===== config.mk =====
export PLATFORM = sky130hd
export DESIGN_NAME = fetch_split_dispatch
export DESIGN_NICKNAME = d
export VERILOG_FILES = /design/src/rtl/fsd_pkg.sv /design/src/rtl/fsd_queue.sv /design/src/rtl/fsd_unit_timer.sv /design/src/rtl/fsd_datapath.sv /design/src/rtl/fsd_control.sv /design/src/rtl/fetch_split_dispatch.sv
export SDC_FILE = /design/constraint.sdc
export NUM_CORES = 1
export LEC_CHECK = 0
export CAP_MARGIN = 20
export CORE_MARGIN = 1
export CORE_UTILIZATION = 50
export DETAILED_ROUTE_END_ITERATION = 16
export GPL_TIMING_DRIVEN = 0
export PLACE_DENSITY_LB_ADDON = 0.08
export SYNTH_ARGS = -nofsm -noshare
export SYNTH_HDL_FRONTEND = slang
export SYNTH_SLANG_ARGS = --single-unit

===== constraint.sdc =====
create_clock -name clk -period 3.1 [get_ports clk]
set_clock_uncertainty 0.2 [all_clocks]
set_input_delay 0.465 -clock clk [delete_from_list [all_inputs] [get_ports clk]]
set_output_delay 0.465 -clock clk [all_outputs]
set_load 0.02 [all_outputs]

===== src/rtl/fsd_pkg.sv =====
package fsd_pkg;

  typedef enum logic {
    KIND_VTX = 1'b0,
    KIND_TEX = 1'b1
  } fetchKind_t;

  // Strobes from control to datapath, one cycle wide.
  typedef struct packed {
    logic push;      // accept the presented request
    logic popA;      // retire slot A
    logic popB;      // retire slot B
    logic issueVtx;  // start the vertex unit
    logic issueTex;  // start the texture unit
    logic vtxFromB;  // vertex issue takes slot B
    logic texFromB;  // texture issue takes slot B
  } fsdStrobe_t;

endpackage


===== src/rtl/fsd_queue.sv =====
// Circular buffer that exposes its two oldest entries and retires up to
// two per cycle. DEPTH must be a power of two.
module fsd_queue #(
  parameter int DEPTH = 2,
  parameter int W     = 9,
  localparam int PW   = (DEPTH > 1) ? $clog2(DEPTH) : 1,
  localparam int CW   = $clog2(DEPTH + 1)
) (
  input  logic          clk,
  input  logic          rstN,
  input  logic          pushEn,
  input  logic [W-1:0]  pushData,
  input  logic [1:0]    popCnt,
  output logic [W-1:0]  head,
  output logic [W-1:0]  second,
  output logic [CW-1:0] count,
  output logic          full
);

  logic [W-1:0]  mem [DEPTH];
  logic [PW-1:0] wrPtr;
  logic [PW-1:0] rdPtr;

  always_ff @(posedge clk) begin
    if (pushEn) mem[wrPtr] <= pushData;
  end

  always_ff @(posedge clk) begin
    if (!rstN) begin
      wrPtr <= '0;
      rdPtr <= '0;
      count <= '0;
    end else begin
      if (pushEn) wrPtr <= wrPtr + PW'(1);
      rdPtr <= rdPtr + PW'(popCnt);
      count <= count + CW'(pushEn) - CW'(popCnt);
    end
  end

  assign head   = mem[rdPtr];
  assign second = mem[rdPtr + PW'(1)];
  assign full   = (count == CW'(DEPTH));

endmodule


===== src/rtl/fsd_unit_timer.sv =====
// Non-pipelined fetch unit model: a countdown loaded with LAT on issue.
module fsd_unit_timer #(
  parameter int LAT   = 1,
  parameter int TAG_W = 8,
  localparam int LW   = $clog2(LAT + 1)
) (
  input  logic             clk,
  input  logic             rstN,
  input  logic             issue,
  input  logic [TAG_W-1:0] issueTag,
  output logic             free,
  output logic             busy,
  output logic             done,
  output logic [TAG_W-1:0] doneTag
);

  logic [LW-1:0]    remain;
  logic [TAG_W-1:0] heldTag;

  always_ff @(posedge clk) begin
    if (!rstN) begin
      remain  <= '0;
      heldTag <= '0;
    end else if (issue) begin
      remain  <= LW'(LAT);
      heldTag <= issueTag;
    end else if (remain != '0) begin
      remain <= remain - LW'(1);
    end
  end

  assign done    = (remain == LW'(1));
  assign free    = (remain <= LW'(1));
  assign busy    = (remain != '0);
  assign doneTag = heldTag;

endmodule


===== src/rtl/fsd_datapath.sv =====
module fsd_datapath
  import fsd_pkg::*;
#(
  parameter int DEDICATED = 1,
  parameter int QDEPTH    = 2,
  parameter int VLAT      = 2,
  parameter int TLAT      = 1,
  parameter int TAG_W     = 8,
  parameter int CNT_W     = 16
) (
  input  logic             clk,
  input  logic             rstN,
  input  fsdStrobe_t       strobe,
  input  logic             reqIsTex,
  input  logic [TAG_W-1:0] reqTag,
  output logic             aValid,
  output logic             aTex,
  output logic             bValid,
  output logic             bTex,
  output logic             fullVtx,
  output logic             fullTex,
  output logic             vtxFree,
  output logic             texFree,
  output logic [TAG_W-1:0] vtxIssueTag,
  output logic [TAG_W-1:0] texIssueTag,
  output logic             vtxDone,
  output logic [TAG_W-1:0] vtxDoneTag,
  output logic             texDone,
  output logic [TAG_W-1:0] texDoneTag,
  output logic [CNT_W-1:0] busyCycles
);

  localparam int EW     = TAG_W + 1;
  localparam int UDEPTH = 2 * QDEPTH;

  logic [EW-1:0]    pushEntry;
  logic [TAG_W-1:0] aTag;
  logic [TAG_W-1:0] bTag;
  logic             queuesOccupied;
  logic             vtxBusy;
  logic             texBusy;

  assign pushEntry = {reqIsTex, reqTag};

  generate
    if (DEDICATED != 0) begin : g_split
      localparam int CW = $clog2(QDEPTH + 1);
      logic [EW-1:0] vHead, vSecond, tHead, tSecond;
      logic [CW-1:0] vCount, tCount;
      logic          vFull, tFull;
      logic          unusedSecond;

      fsd_queue #(.DEPTH(QDEPTH), .W(EW)) u_vtxQ (
        .clk(clk), .rstN(rstN),
        .pushEn(strobe.push & (reqIsTex == KIND_VTX)),
        .pushData(pushEntry),
        .popCnt({1'b0, strobe.popA}),
        .head(vHead), .second(vSecond), .count(vCount), .full(vFull)
      );

      fsd_queue #(.DEPTH(QDEPTH), .W(EW)) u_texQ (
        .clk(clk), .rstN(rstN),
        .pushEn(strobe.push & (reqIsTex == KIND_TEX)),
        .pushData(pushEntry),
        .popCnt({1'b0, strobe.popB}),
        .head(tHead), .second(tSecond), .count(tCount), .full(tFull)
      );

      assign aValid         = (vCount != '0);
      assign aTex           = vHead[EW-1];
      assign aTag           = vHead[TAG_W-1:0];
      assign bValid         = (tCount != '0);
      assign bTex           = tHead[EW-1];
      assign bTag           = tHead[TAG_W-1:0];
      assign fullVtx        = vFull;
      assign fullTex        = tFull;
      assign queuesOccupied = aValid | bValid;
      assign unusedSecond   = ^{vSecond, tSecond};
    end else begin : g_unified
      localparam int CW = $clog2(UDEPTH + 1);
      logic [EW-1:0] uHead, uSecond;
      logic [CW-1:0] uCount;
      logic          uFull;

      fsd_queue #(.DEPTH(UDEPTH), .W(EW)) u_sharedQ (
        .clk(clk), .rstN(rstN),
        .pushEn(strobe.push),
        .pushData(pushEntry),
        .popCnt(2'(strobe.popA) + 2'(strobe.popB)),
        .head(uHead), .second(uSecond), .count(uCount), .full(uFull)
      );

      assign aValid         = (uCount >= CW'(1));
      assign aTex           = uHead[EW-1];
      assign aTag           = uHead[TAG_W-1:0];
      assign bValid         = (uCount >= CW'(2));
      assign bTex           = uSecond[EW-1];
      assign bTag           = uSecond[TAG_W-1:0];
      assign fullVtx        = uFull;
      assign fullTex        = uFull;
      assign queuesOccupied = aValid;
    end
  endgenerate

  assign vtxIssueTag = strobe.vtxFromB ? bTag : aTag;
  assign texIssueTag = strobe.texFromB ? bTag : aTag;

  fsd_unit_timer #(.LAT(VLAT), .TAG_W(TAG_W)) u_vtxUnit (
    .clk(clk), .rstN(rstN),
    .issue(strobe.issueVtx), .issueTag(vtxIssueTag),
    .free(vtxFree), .busy(vtxBusy), .done(vtxDone), .doneTag(vtxDoneTag)
  );

  fsd_unit_timer #(.LAT(TLAT), .TAG_W(TAG_W)) u_texUnit (
    .clk(clk), .rstN(rstN),
    .issue(strobe.issueTex), .issueTag(texIssueTag),
    .free(texFree), .busy(texBusy), .done(texDone), .doneTag(texDoneTag)
  );

  always_ff @(posedge clk) begin
    if (!rstN) begin
      busyCycles <= '0;
    end else if ((queuesOccupied | vtxBusy | texBusy) && (busyCycles != '1)) begin
      busyCycles <= busyCycles + CNT_W'(1);
    end
  end

endmodule


===== src/rtl/fsd_control.sv =====
module fsd_control
  import fsd_pkg::*;
#(
  parameter int DEDICATED = 1
) (
  input  logic       reqValid,
  input  logic       reqIsTex,
  input  logic       fullVtx,
  input  logic       fullTex,
  input  logic       aValid,
  input  logic       aTex,
  input  logic       bValid,
  input  logic       bTex,
  input  logic       vtxFree,
  input  logic       texFree,
  output logic       reqReady,
  output fsdStrobe_t strobe
);

  logic aGo;
  logic bGo;

  assign reqReady = (reqIsTex == KIND_TEX) ? !fullTex : !fullVtx;

  generate
    if (DEDICATED != 0) begin : g_split
      // Slot A is the vertex queue head, slot B the texture queue head.
      assign aGo = aValid & (aTex == KIND_VTX) & vtxFree;
      assign bGo = bValid & (bTex == KIND_TEX) & texFree;
      always_comb begin
        strobe          = '0;
        strobe.push     = reqValid & reqReady;
        strobe.popA     = aGo;
        strobe.popB     = bGo;
        strobe.issueVtx = aGo;
        strobe.issueTex = bGo;
        strobe.vtxFromB = 1'b0;
        strobe.texFromB = 1'b1;
      end
    end else begin : g_unified
      // Slot A is the oldest entry, slot B the one behind it.
      assign aGo = aValid & ((aTex == KIND_TEX) ? texFree : vtxFree);
      assign bGo = aGo & bValid & (bTex != aTex) &
                   ((bTex == KIND_TEX) ? texFree : vtxFree);
      always_comb begin
        strobe          = '0;
        strobe.push     = reqValid & reqReady;
        strobe.popA     = aGo;
        strobe.popB     = bGo;
        strobe.issueVtx = (aGo & (aTex == KIND_VTX)) | (bGo & (bTex == KIND_VTX));
        strobe.issueTex = (aGo & (aTex == KIND_TEX)) | (bGo & (bTex == KIND_TEX));
        strobe.vtxFromB = bGo & (bTex == KIND_VTX);
        strobe.texFromB = bGo & (bTex == KIND_TEX);
      end
    end
  endgenerate

endmodule


===== src/rtl/fetch_split_dispatch.sv =====
module fetch_split_dispatch
  import fsd_pkg::*;
#(
  parameter int DEDICATED = 1,
  parameter int QDEPTH    = 2,
  parameter int VLAT      = 2,
  parameter int TLAT      = 1,
  parameter int TAG_W     = 8,
  parameter int CNT_W     = 16
) (
  input  logic             clk,
  input  logic             rstN,
  input  logic             reqValid,
  input  logic             reqIsTex,
  input  logic [TAG_W-1:0] reqTag,
  output logic             reqReady,
  output logic             vtxIssue,
  output logic [TAG_W-1:0] vtxIssueTag,
  output logic             texIssue,
  output logic [TAG_W-1:0] texIssueTag,
  output logic             vtxDone,
  output logic [TAG_W-1:0] vtxDoneTag,
  output logic             texDone,
  output logic [TAG_W-1:0] texDoneTag,
  output logic [CNT_W-1:0] busyCycles
);

  fsdStrobe_t strobe;
  logic aValid, aTex, bValid, bTex;
  logic fullVtx, fullTex, vtxFree, texFree;

  fsd_control #(.DEDICATED(DEDICATED)) u_ctrl (
    .reqValid(reqValid), .reqIsTex(reqIsTex),
    .fullVtx(fullVtx), .fullTex(fullTex),
    .aValid(aValid), .aTex(aTex), .bValid(bValid), .bTex(bTex),
    .vtxFree(vtxFree), .texFree(texFree),
    .reqReady(reqReady), .strobe(strobe)
  );

  fsd_datapath #(
    .DEDICATED(DEDICATED), .QDEPTH(QDEPTH), .VLAT(VLAT), .TLAT(TLAT),
    .TAG_W(TAG_W), .CNT_W(CNT_W)
  ) u_dp (
    .clk(clk), .rstN(rstN), .strobe(strobe),
    .reqIsTex(reqIsTex), .reqTag(reqTag),
    .aValid(aValid), .aTex(aTex), .bValid(bValid), .bTex(bTex),
    .fullVtx(fullVtx), .fullTex(fullTex),
    .vtxFree(vtxFree), .texFree(texFree),
    .vtxIssueTag(vtxIssueTag), .texIssueTag(texIssueTag),
    .vtxDone(vtxDone), .vtxDoneTag(vtxDoneTag),
    .texDone(texDone), .texDoneTag(texDoneTag),
    .busyCycles(busyCycles)
  );

  assign vtxIssue = strobe.issueVtx;
  assign texIssue = strobe.issueTex;

endmodule


==> results.md <==
* Status: complete, no violations
* CTS sink count at 81
* Layout cells sized above 1 at 13.8%
* Post-layout min period at 2.84 ns
* CP Capture Type: output pin
* Gpl congestion at 0.810
* Fin cells at 433
* Vias per Instance at 5.45
* Crit Path Max Fanout at 10
* CTS max path bufs at 2
* XOR/XNOR Fraction of Synth Area at 2.10%
* Iter 0 DRT Violations at 97
* Die Width at 83.6 um
* Sequential area share after synthesis at 59.5%
* Total routed wirelength at 6620 um
* Pre-CTS setup slack at 0.150 ns
* Synth top area cells: edfxtp_1 (32%), dfxtp_1 (27%), mux2i_1 (7.2%)
* Internal power at 2.41 mW
* Simple-Gate Fraction of Synth Area at 16.6%
* RSZ-0062 raised after global routing: false
* Synth top area share at 32.5%
* Yosys reg bits at 81
* CTS root buffer: clkbuf_8
* Synth Flop Type: dfxtp_1
* Worst Tran Pin Value at 0.901 ns
* GRT Total Usage at 20.1%
* Core Box Area at 0.00639 mm^2
* Worst-path clk slew at 0.08 ns
* Final Slew Violations at 0
* CTS tree: done
* Syn_area_per_cell at 12.2 um^2
* Asr flop ratio synth at 0%
* Critical path required time at 2.43 ns
* I/O Buffers at 63
* I/O pins at 65
* Synth cell types at 46
* Global-route wire length before repair at 10800 um
* DIE AREA at 0.00699 mm^2
* Switching portion of total power at 33.3%
* Clk Latency, worst-skew pair at 0.34 ns
* Synth-to-layout area growth at 29.4%
* Hpwl dp at 4510 um
* Crit Path Class: reg -> out
* Power Density at 838 mW/mm^2
* # diodes at 0
* Final hold vios at 0
* Initial Util at 52.2%
* DIE HEIGHT at 83.6 um
* Complex-gate fraction of the synthesized area at 5.26%
* Num rows at 29
* VDD IR max at 0.513 mV
* Synthesized area at 0.00333 mm^2
* Critical Path AT at 2.17 ns
* Hold-fix buffers at CTS at 0
* DRT Pass-1 Iters at 4
* Synth Area in Adders at 1.13%
* Final worst path period share at 91.5%
* Comb power frac at 39.2%
* Largest net degree at the start of global routing at 15
* Cts bufs inserted at 9
* Rel. slew slack at 39.8%
* Clock share of power at 23.0%
* Post-synthesis mux area share at 12.6%
* # H-tree levels at 3
* Setup crit start kind: flip-flop
* Vias in the first global route at 2163
* Post-layout power at 3.61 mW
* Routed length per instance at 15.3 um
* Total grt overflow at 0
* Vias at 2358
* Synth area leader: edfxtp_1
* Leak Pwr at 1.48 nW
* Number of synthesized flops with an enable pin at 36
* Hold Path Class: reg -> reg
* Max_cap viols at 0
* Post-route DRC at 0
* Initial antenna violation count at 0
* Part of the power in registers at 37.8%
* Largest family of logic cells by synthesized area: simple AND/OR/NAND/NOR gates
* Worst Hold Slack at 0.290 ns
* Setup TNS at 0 ns
* Syn. warnings at 0
* Worst setup slack after layout at 0.264 ns
* Post-Synthesis Cells at 273
* FMAX at 353 MHz
* Final setup fails at 0
* Switching Power at 1.20 mW
* Placed Cells at 413
* Synthesized net count at 288
* NumNets Final at 366
* Detail Route Antenna Nets at 0
## metrics by stage
step / area (um^2) / util, %
floorplan: 3330 / -
global placement: 4060 / 63.5
detailed placement: 4060 / 63.5
CTS: 4280 / 66.9
global route: 4310 / 67.5
finish: 4310 / 67.5
## cell usage after synthesis, types with 5 or more instances
cell,number
nand2_1,12
nand3_1,7
nor2b_1,6
nor2_1,30
mux2i_1,24
mux2_2,16
xnor2_1,7
inv_1,8
nor4_1,6
edfxtp_1,36
or4_1,5
nand2b_1,6
nor3_1,5
dfxtp_1,45
a21oi_1,7
nand4_1,5
## power groups by stage
stage          clock network [mW]  logic, mW  registers (mW)
6_report                    0.831       1.42            1.36
5_1_grt                     0.898       1.53            1.39
4_1_cts                     0.853       1.39            1.37
3_5_place_dp                    0       1.38            1.39
3_3_place_gp                    0       1.36            1.38
2_1_floorplan                   0      0.839            1.46
## routing by layer
layer | part of all wire (%) | track usage [%] | vias to the layer above
met1 | 48 | 29.2 | 1125
met2 | 46 | 29.4 | 72
li1 | - | - | 1151
met3 | 5.0 | 4.55 | 10
met5 | 0 | 0 | -
met4 | 1.2 | 7.40 | 0
## area by class of cell
class	instances	area, um^2
Buffer	10	60.1
Clock buffer	10	128
Clock inverter	6	90.1
Fill cell	493	2080
Inverter	9	33.8
Multi-Input combinational cell	173	1260
Sequential cell	81	1980
Tap cell	77	96.3
Timing Repair Buffer	67	661
## sequential cells by signal, indices dropped and copies added (netlist names), named ones only
name / flops
u_dp.busyCycles: 16
u_dp.g_split.u_texQ.count: 2
u_dp.g_split.u_texQ.mem: 18
u_dp.g_split.u_texQ.rdPtr: 1
u_dp.g_split.u_texQ.wrPtr: 1
u_dp.g_split.u_vtxQ.count: 2
u_dp.g_split.u_vtxQ.mem: 18
u_dp.g_split.u_vtxQ.rdPtr: 1
u_dp.g_split.u_vtxQ.wrPtr: 1
u_dp.u_texUnit.busy: 1
u_dp.u_texUnit.doneTag: 8
u_dp.u_vtxUnit.doneTag: 8
u_dp.u_vtxUnit.remain: 2
## critical path, stage by stage (launching register included)
cell	delay (ns)
dfxtp_1	0.31
buf_4	0.19
nor2b_1	0.07
a2111oi_2	0.44
buf_4	0.22
clkdlybuf4s50_1	0.60
## cells in the final DEF (no fill, tap or decap), types with 2 or more instances in the layout
| master | n |
|---|---|
| a21oi_1 | 7 |
| nor2b_1 | 6 |
| edfxtp_1 | 36 |
| nand2b_1 | 6 |
| nand4_1 | 5 |
| o31ai_1 | 4 |
| nor2_1 | 30 |
| clkdlybuf4s50_1 | 63 |
| buf_4 | 8 |
| buf_1 | 2 |
| and2_1 | 2 |
| nor4b_1 | 3 |
| nor3b_1 | 2 |
| bufinv_16 | 2 |
| dfxtp_1 | 45 |
| ha_1 | 3 |
| and3_1 | 3 |
| or3_1 | 2 |
| mux2i_1 | 24 |
| clkbuf_1 | 4 |
| nor3_1 | 5 |
| nand3_1 | 7 |
| nand2_1 | 12 |
| clkbuf_8 | 9 |
| xnor2_1 | 7 |
| nor4_1 | 6 |
| inv_1 | 8 |
| mux2_2 | 16 |
| or4_1 | 5 |
## cell families after synthesis
kind of cell             after synthesis
adder cells (fa/ha/maj)                3
flip-flops                            81
AND/OR/NAND/NOR                      100
XOR/XNOR                               8
multiplexers                          40
buffers and inverters                 19
AO/OA/AOI/OAI                         22
## worst paths after layout
path / to / slack, ns / cells past startpoint / from
max: vtxIssue / 0.26 / 5 / flip-flop
min: u_dp.u_vtxUnit.remain[0]$_SDFFE_PP0P_ / 0.29 / 1 / u_dp.u_vtxUnit.remain[0]$_SDFFE_PP0P_
max reg2reg: u_dp.g_split.u_vtxQ.count[1]$_SDFF_PN0_ / 0.34 / 9 / flip-flop
min reg2reg: u_dp.u_vtxUnit.remain[0]$_SDFFE_PP0P_ / 0.29 / 1 / u_dp.u_vtxUnit.remain[0]$_SDFFE_PP0P_
## timing repair
item	4_1_cts	5_1_grt
hold endpoints to repair	0	0
setup endpoints to repair	0	2
buffers inserted	0	4
resized for setup	0	1
No activity file was read; power rests on OpenSTA's default activity.
